$ cat src/rtl/vecgrp_pkg.sv
package vecgrp_pkg;
  localparam int VEC_PER_GRP   = 32;
  localparam int MAX_GROUPS    = 8;
  localparam int ENABLE_WORD0  = 8;   // enable slots start at byte 0x20
  localparam int MAPPED_WORDS  = 16;  // byte 0x00 .. 0x3C

  typedef logic [VEC_PER_GRP-1:0] grp_word_t;
endpackage

$ cat src/rtl/vecgrp_edge_det.sv
module vecgrp_edge_det #(
  parameter int W = 32
) (
  input  logic         clk,
  input  logic         rst,
  input  logic [W-1:0] sig_in,
  output logic [W-1:0] rise
);
  logic [W-1:0] prev_q;

  always_ff @(posedge clk) begin
    if (rst) prev_q <= '0;
    else     prev_q <= sig_in;
  end

  assign rise = sig_in & ~prev_q;
endmodule

$ cat src/rtl/vecgrp_group.sv
module vecgrp_group
  import vecgrp_pkg::*;
(
  input  logic      clk,
  input  logic      rst,
  input  grp_word_t rise,
  input  logic      stat_wr,
  input  logic      en_wr,
  input  grp_word_t wdata,
  output grp_word_t status_q,
  output grp_word_t enable_q,
  output logic      irq_q
);
  grp_word_t status_nxt;

  always_comb begin
    status_nxt = status_q;
    if (stat_wr) status_nxt = status_nxt & ~wdata;
    status_nxt = status_nxt | rise;     // new edge wins over a clear
  end

  always_ff @(posedge clk) begin
    if (rst) begin
      status_q <= '0;
      enable_q <= '0;
      irq_q    <= 1'b0;
    end else begin
      status_q <= status_nxt;
      if (en_wr) enable_q <= wdata;
      irq_q    <= |(status_q & enable_q);
    end
  end

  // an edge always leaves its bit set
  p_edge_sets_r2: assert property (@(posedge clk) disable iff (rst)
    (rise != '0) |=> ((status_q & $past(rise)) == $past(rise)));

  // written ones are cleared unless an edge collides
  p_w1c_clears_r3: assert property (@(posedge clk) disable iff (rst)
    (stat_wr && rise == '0) |=> ((status_q & $past(wdata)) == '0));

  // pending bits never vanish without a status write
  p_hold_r9: assert property (@(posedge clk) disable iff (rst)
    (!stat_wr) |=> ((status_q & $past(status_q)) == $past(status_q)));

  // fully masked group keeps its line low next cycle
  p_masked_low_r5: assert property (@(posedge clk) disable iff (rst)
    (enable_q == '0) |=> !irq_q);

  // collision resolves to set
  p_collide_set_r6: assert property (@(posedge clk) disable iff (rst)
    (stat_wr && (rise & wdata) != '0) |=> ((status_q & $past(rise & wdata)) != '0));
endmodule

$ cat src/rtl/vecgrp_bus_decode.sv
module vecgrp_bus_decode
  import vecgrp_pkg::*;
#(
  parameter int NUM_GROUPS = 8,
  parameter int ADDR_W     = 8
) (
  input  logic [ADDR_W-1:0]                 bus_addr,
  input  logic                              bus_wr,
  input  logic [NUM_GROUPS*VEC_PER_GRP-1:0] status_flat,
  input  logic [NUM_GROUPS*VEC_PER_GRP-1:0] enable_flat,
  output logic [NUM_GROUPS-1:0]             stat_wr_sel,
  output logic [NUM_GROUPS-1:0]             en_wr_sel,
  output grp_word_t                         rd_mux
);
  localparam int WIDX_W = ADDR_W - 2;

  logic [WIDX_W-1:0] widx;
  assign widx = bus_addr[ADDR_W-1:2];

  always_comb begin
    stat_wr_sel = '0;
    en_wr_sel   = '0;
    rd_mux      = '0;
    for (int g = 0; g < NUM_GROUPS; g++) begin
      if (int'(widx) == g) begin
        stat_wr_sel[g] = bus_wr;
        rd_mux         = status_flat[g*VEC_PER_GRP +: VEC_PER_GRP];
      end
      if (int'(widx) == ENABLE_WORD0 + g) begin
        en_wr_sel[g] = bus_wr;
        rd_mux       = enable_flat[g*VEC_PER_GRP +: VEC_PER_GRP];
      end
    end
  end
endmodule

$ cat src/rtl/vecgrp_irq_ctrl.sv
module vecgrp_irq_ctrl
  import vecgrp_pkg::*;
#(
  parameter int NUM_GROUPS = 8,
  parameter int ADDR_W     = 8
) (
  input  logic                              clk,
  input  logic                              rst,
  input  logic [NUM_GROUPS*VEC_PER_GRP-1:0] vec_in,
  input  logic [ADDR_W-1:0]                 bus_addr,
  input  logic                              bus_wr,
  input  logic [VEC_PER_GRP-1:0]            bus_wdata,
  input  logic                              bus_rd,
  output logic [VEC_PER_GRP-1:0]            bus_rdata,
  output logic [NUM_GROUPS-1:0]             irq_out
);
  localparam int NVEC = NUM_GROUPS * VEC_PER_GRP;

  logic [NVEC-1:0]       rise;
  logic [NVEC-1:0]       status_flat;
  logic [NVEC-1:0]       enable_flat;
  logic [NUM_GROUPS-1:0] stat_wr_sel;
  logic [NUM_GROUPS-1:0] en_wr_sel;
  grp_word_t             rd_mux;

  vecgrp_edge_det #(.W(NVEC)) u_edge (
    .clk(clk), .rst(rst), .sig_in(vec_in), .rise(rise)
  );

  vecgrp_bus_decode #(.NUM_GROUPS(NUM_GROUPS), .ADDR_W(ADDR_W)) u_dec (
    .bus_addr(bus_addr), .bus_wr(bus_wr),
    .status_flat(status_flat), .enable_flat(enable_flat),
    .stat_wr_sel(stat_wr_sel), .en_wr_sel(en_wr_sel), .rd_mux(rd_mux)
  );

  for (genvar g = 0; g < NUM_GROUPS; g++) begin : g_grp
    vecgrp_group u_grp (
      .clk     (clk),
      .rst     (rst),
      .rise    (rise[g*VEC_PER_GRP +: VEC_PER_GRP]),
      .stat_wr (stat_wr_sel[g]),
      .en_wr   (en_wr_sel[g]),
      .wdata   (bus_wdata),
      .status_q(status_flat[g*VEC_PER_GRP +: VEC_PER_GRP]),
      .enable_q(enable_flat[g*VEC_PER_GRP +: VEC_PER_GRP]),
      .irq_q   (irq_out[g])
    );
  end

  always_ff @(posedge clk) begin
    if (rst)         bus_rdata <= '0;
    else if (bus_rd) bus_rdata <= rd_mux;
  end

  // reset clears every output line
  p_reset_quiet_r1: assert property (@(posedge clk)
    rst |=> (irq_out == '0 && bus_rdata == '0));

  // reads beyond the mapped window return zero
  p_unmapped_zero_r7: assert property (@(posedge clk) disable iff (rst)
    (bus_rd && int'(bus_addr[ADDR_W-1:2]) >= MAPPED_WORDS) |=> (bus_rdata == '0));

  // writes beyond the mapped window select no group
  p_unmapped_nowr_r7: assert property (@(posedge clk) disable iff (rst)
    (int'(bus_addr[ADDR_W-1:2]) >= MAPPED_WORDS) |-> (stat_wr_sel == '0 && en_wr_sel == '0));

  // read data holds between reads
  p_rdata_hold_r8: assert property (@(posedge clk) disable iff (rst)
    !bus_rd |=> $stable(bus_rdata));

  // the write select never touches more than one register
  p_one_target_r4: assert property (@(posedge clk) disable iff (rst)
    $onehot0({stat_wr_sel, en_wr_sel}));
endmodule

$ cat config.mk
export PLATFORM = sky130hd
export DESIGN_NAME = vecgrp_irq_ctrl
export DESIGN_NICKNAME = d
export VERILOG_FILES = /design/src/rtl/vecgrp_pkg.sv /design/src/rtl/vecgrp_edge_det.sv /design/src/rtl/vecgrp_group.sv /design/src/rtl/vecgrp_bus_decode.sv /design/src/rtl/vecgrp_irq_ctrl.sv
export SDC_FILE = /design/constraint.sdc
export NUM_CORES = 2
export LEC_CHECK = 0
export ABC_AREA = 0
export BUFFER_PORTS_ARGS = -buffer_cell sky130_fd_sc_hd__buf_2
export CORE_MARGIN = 4
export CORE_UTILIZATION = 52
export CTS_CLUSTER_DIAMETER = 120
export DETAILED_ROUTE_END_ITERATION = 8
export PLACE_DENSITY = 0.76
export RECOVER_POWER = 25
export SKIP_LAST_GASP = 1
export SYNTH_ARGS = -nofsm -noshare
export SYNTH_HDL_FRONTEND = slang
export SYNTH_SLANG_ARGS = --single-unit
$ cat constraint.sdc
create_clock -name clk -period 4.2 [get_ports clk]
set_clock_uncertainty 0.2 [all_clocks]
set_input_delay 0.21 -clock clk [delete_from_list [all_inputs] [get_ports clk]]
set_output_delay 0.21 -clock clk [all_outputs]
set_load 0.005 [all_outputs]
[Yosys cells after proc, flatten, opt, wreduce, memory -nomap -nowiden]
Cells that the tools add are included.
Operators by class
  equal/unequal tests: 15
  bitwise operators: 27
  reduce and logical (&&, ||, !) cells: 9
  multiplexer cells: 40
Operators by type and width (count)
  $mux 32: 24
  $and 32x32->32: 16
  $and 256x256->256: 1
  $not 256->256: 1
  $or 32x32->32: 8
  $reduce_or 32->1: 8
  $eq 6x5->1 const B: 8
  $not 32->32: 1
  $eq 6x4->1 const B: 4
  $mux 1: 16
  $eq 6x3->1 const B: 2
  $eq 6x2->1 const B: 1
  $logic_not 6->1: 1
Storage, ports and cells
  bits in registers: 808
  input port bits: 300
  output and inout bits: 40
  logic and storage cells: 117

[Depth between registers and ports, before layout]
  depth in word-level cells: 17
  depth in mapped cells: 10

[By module]
Synthesis repeated with hierarchy kept, for this count alone.
Unflattened totals
  cell total of the unflattened synthesis: 3702
  area, all modules: 33186.8 um^2
By module, submodules not included
  vecgrp_group: cells an instance 261, area an instance 2382.3 um^2, instances 8
  vecgrp_edge_det: cells an instance 796, area an instance 8465.6 um^2, instances 1
  vecgrp_bus_decode: cells an instance 715, area an instance 4499.3 um^2, instances 1
  vecgrp_irq_ctrl: cells an instance 103, area an instance 1163.6 um^2, instances 1

[Least setup slack after synthesis]
No wires, ideal clock.
  path kind: input to register
  from: input port bus_addr[4]
  to: register bus_rdata[17]
  slack: 2011 ps
  arrival time: 1901 ps
  path buffers: 2
  setup time: 88 ps
  cell stages on the path: 8
  cell sequence: buf_6 -> or4b_1 -> buf_4 -> nor2_8 -> a222oi_1 -> o2bb2ai_1 -> a211o_1 -> a311oi_2
On the way
  cells in the longest elaborated chain, start to end: 17
RTL lines
  start, declared: RTL line vecgrp_irq_ctrl.sv:10  | input logic [ADDR_W-1:0] bus_addr,
  $logic_not 6->1: RTL line vecgrp_bus_decode.sv:25  | if (int'(widx) == g) begin
  $mux 32: RTL line vecgrp_bus_decode.sv:25
  $mux 32: RTL line vecgrp_bus_decode.sv:29  | if (int'(widx) == ENABLE_WORD0 + g) begin
  $mux 32: RTL line vecgrp_bus_decode.sv:25
  $mux 32: RTL line vecgrp_bus_decode.sv:29
  $mux 32: RTL line vecgrp_bus_decode.sv:25
  $mux 32: RTL line vecgrp_bus_decode.sv:29
  $mux 32: RTL line vecgrp_bus_decode.sv:25
  $mux 32: RTL line vecgrp_bus_decode.sv:29
  $mux 32: RTL line vecgrp_bus_decode.sv:25
  $mux 32: RTL line vecgrp_bus_decode.sv:29
  $mux 32: RTL line vecgrp_bus_decode.sv:25
  $mux 32: RTL line vecgrp_bus_decode.sv:29
  $mux 32: RTL line vecgrp_bus_decode.sv:25
  $mux 32: RTL line vecgrp_bus_decode.sv:29
  $mux 32: RTL line vecgrp_bus_decode.sv:25
  $mux 32 *: RTL line vecgrp_bus_decode.sv:29
  end signal, assigned: RTL line vecgrp_irq_ctrl.sv:52  | else if (bus_rd) bus_rdata <= rd_mux;
  end, declared: RTL line vecgrp_irq_ctrl.sv:14  | output logic [VEC_PER_GRP-1:0] bus_rdata,
Every way passes the cells marked *; elsewhere a longest branch is shown, timed or not.
A chain may end at the register's enable or synchronous reset.

[Worst setup path in the final report]
  from: input port bus_addr[3]
  to: register g_grp[6].u_grp.status_q[3]
On the way
  cells in the longest elaborated chain, start to end: 4
RTL lines
  $eq 6x4->1: RTL line vecgrp_bus_decode.sv:25
  $mux 1: RTL line vecgrp_bus_decode.sv:25
  $mux 32: RTL line vecgrp_group.sv:18  | if (stat_wr) status_nxt = status_nxt & ~wdata;
  $or 32x32->32: RTL line vecgrp_group.sv:19  | status_nxt = status_nxt | rise;
  end signal, assigned: RTL line vecgrp_group.sv:28  | status_q <= status_nxt;
  end, declared: RTL line vecgrp_group.sv:10  | output grp_word_t status_q,
No other way between the ends.

==> flow_metrics.env <==
export IMPL_fmax_mhz=292.3
export IMPL_yosysMostFrequentCell="nand2_1"
export IMPL_clkLatencyLatePin_ps=640
export IMPL_n_fill_cell=4999
export IMPL_yosys_top_cells_count="nand2_1, dfxtp_1, a21oi_1"
export IMPL_drt_iter0_drc=4945
export IMPL_stdcell_count=5391
export IMPL_antenna_found_initial=8
export IMPL_final_nets=4782
export IMPL_cts_resized_gates=0
export IMPL_synth_seq_area_share_pct=49.63
export IMPL_drv_cap=4
export IMPL_die_w_um=258.4
export IMPL_dieHeight_um=258.4
export IMPL_detail_route_wl_per_cell_um=26.64
export IMPL_synth_edf_count=0
export IMPL_relSlewSlack_pct=-70.69
export IMPL_grt_start_max_net_pins=232
export IMPL_cp_data_arrival_time_ps=3650
export IMPL_hold_buffers=300
export IMPL_clock_sinks=808
export IMPL_p_leak_uw=0.01516
export IMPL_ys_types=68
export IMPL_place_inst=4932
export IMPL_clock_path_buffers=3
export IMPL_ys_warn_count=0
export IMPL_first_pass_iters=9
export IMPL_cts_tree="done"
export IMPL_cp_end_kind="flop"
export IMPL_async_flop_share_pct=0
export IMPL_drive_gt1_share_pct=12.34
export IMPL_finalWirelength_mm=143.6
export IMPL_hold_viol_final=0
export IMPL_grt_pass1_wl_mm=205.8
export IMPL_die_area_um2=66740
export IMPL_vias=33170
export IMPL_synth_cells=4004
export IMPL_antenna_left=0
export IMPL_syn_avg_cell_area_um2=8.140
export IMPL_overflow=0
export IMPL_reg2reg_slack_ps=1800
export IMPL_tns_ps=0
export IMPL_ir_drop_uv=308.6
export IMPL_track_usage_pct=41.25
export IMPL_p_total_uw=17630
export IMPL_coreArea_um2=61830
export IMPL_h_tree_depth=3
export IMPL_whs_ps=54.41
export IMPL_fin_crit_sh_pct=81.47
export IMPL_synth_main_ff_cell="dfxtp_1"
export IMPL_hold_class="in2reg"
export IMPL_path_max_fanout=31
export IMPL_hpwl_mm=92.48
export IMPL_synth_area_leaders="dfxtp_1, nor2b_1, nand2_1"
export IMPL_postCtsSetupRepairBufs=0
export IMPL_pin_count=340
export IMPL_syn_num_nets=4304
export IMPL_netlist_area_um2=32590
export IMPL_grt_pass1_vias=31840
export IMPL_synth_top_cell_by_area="dfxtp_1"
export IMPL_numCtsBuffers=84
export IMPL_yosysTopAreaCellShare_pct=49.63
export IMPL_syn2layout_area_growth_pct=24.12
export IMPL_via_per_inst=6.152
export IMPL_critical_path_required_ps=4420
export IMPL_drc_errors=0
export IMPL_placement_io_buffers=337
export IMPL_startpoint_type="input port"
export IMPL_tightest_slew_ps=2560
export IMPL_rsz0062_at_grt="false"
export IMPL_clkTransAtPathRegs_ps=60
export IMPL_final_setup_viol_count=0
export IMPL_criticalPathCategory="in2reg"
export IMPL_status="finished with violations"
export IMPL_finalMaxSlewViolations=551
export IMPL_place_congestion=1.028
export IMPL_synth_seq_cells=808
export IMPL_period_minus_slack_ps=3422
export IMPL_violations="max-capacitance violations, max-slew violations"
export IMPL_start_util_pct=52.71
export IMPL_power_per_cell_area_nw_per_um2=435.9
export IMPL_cts_root_buf="clkbuf_16"
export IMPL_row_count=91
## routing by layer
metal / share of wire [%] / track usage [%]
met1: 34 / 48.69
met2: 44 / 65.19
met3: 11 / 9.176
met4: 9.8 / 32.41
met5: 0 / 0
## worst max-delay path, cell delays in order
cell,delay [ps]
dlygate4sd3_1,630
buf_2,330
nor2b_1,600
nand2_1,670
buf_4,400
nor2_2,110
buf_4,340
nand2_1,110
a21oi_1,190
nor2_1,50
## final timing paths
kind	startpoint	endpoint	depth (start not counted)
worst max-delay path	bus_addr[3]	g_grp[6].u_grp.status_q[3]	10
worst max register to register	g_grp[6].u_grp.status_q[16]	bus_rdata[16]	4
worst min-delay path	bus_wdata[1]	g_grp[3].u_grp.enable_q[1]	3
worst min register to register	g_grp[7].u_grp.enable_q[0]	g_grp[7].u_grp.enable_q[0]	2
## cells in the final DEF, fill, tap and decap left out, types with 23 or more instances in the layout
master,instances
nand2_1,838
dfxtp_1,808
a21oi_1,564
nor2b_1,517
buf_2,305
dlygate4sd3_1,301
nor2_1,292
a22oi_1,112
clkbuf_16,89
o21ai_0,82
o22ai_1,76
buf_4,59
a221oi_1,54
clkbuf_1,50
nor3_1,41
a22o_1,32
nand4_1,27
a211oi_1,24
or3_1,23
## state kept, by name (all words and copies together), names as in the netlist
signal and cells:
u_edge.prev_q 256, g_grp.u_grp.status_q 256, g_grp.u_grp.irq_q 8, g_grp.u_grp.enable_q 256, bus_rdata 32
## metrics by stage
stage	utilization [%]	area (um2)	worst slack, ps
2_1_floorplan	-	32590	2011
3_5_place_dp	56.06	34660	828.1
3_3_place_gp	56.06	34660	884.7
4_1_cts	65.50	40500	1112
6_report	65.43	40450	778.3
5_1_grt	65.41	40440	575.7
## cell families (layout without fill, tap and decap cells)
kind of cell,after synthesis,after routing,synth area share [%]
compound gates,1048,1048,19.77
flops,808,808,49.63
mux,7,7,0.2572
simple gates,1817,1817,26.21
other cells,0,8,0
buf+inv,323,865,4.112
xor+xnor,1,1,0.02688
## where the power goes
group	switching [uW]	internal (uW)	total [uW]
Clock	3140	4550	7690
Combinational	922	636	1560
Sequential	371	8010	8380
## layout make-up
cell class                      count  area (um2)  area share [%]
Antenna cell                        8       20.02         0.04949
Clock buffer                      125        2542           6.285
Clock inverter                     25       292.8          0.7238
Inverter                           10       37.54         0.09279
Multi-Input combinational cell   2873       15130           37.41
Sequential cell                   808       16180           39.99
Tap cell                          837        1047           2.589
Timing Repair Buffer              705        5202           12.86
No activity file was read; power rests on OpenSTA's default activity.
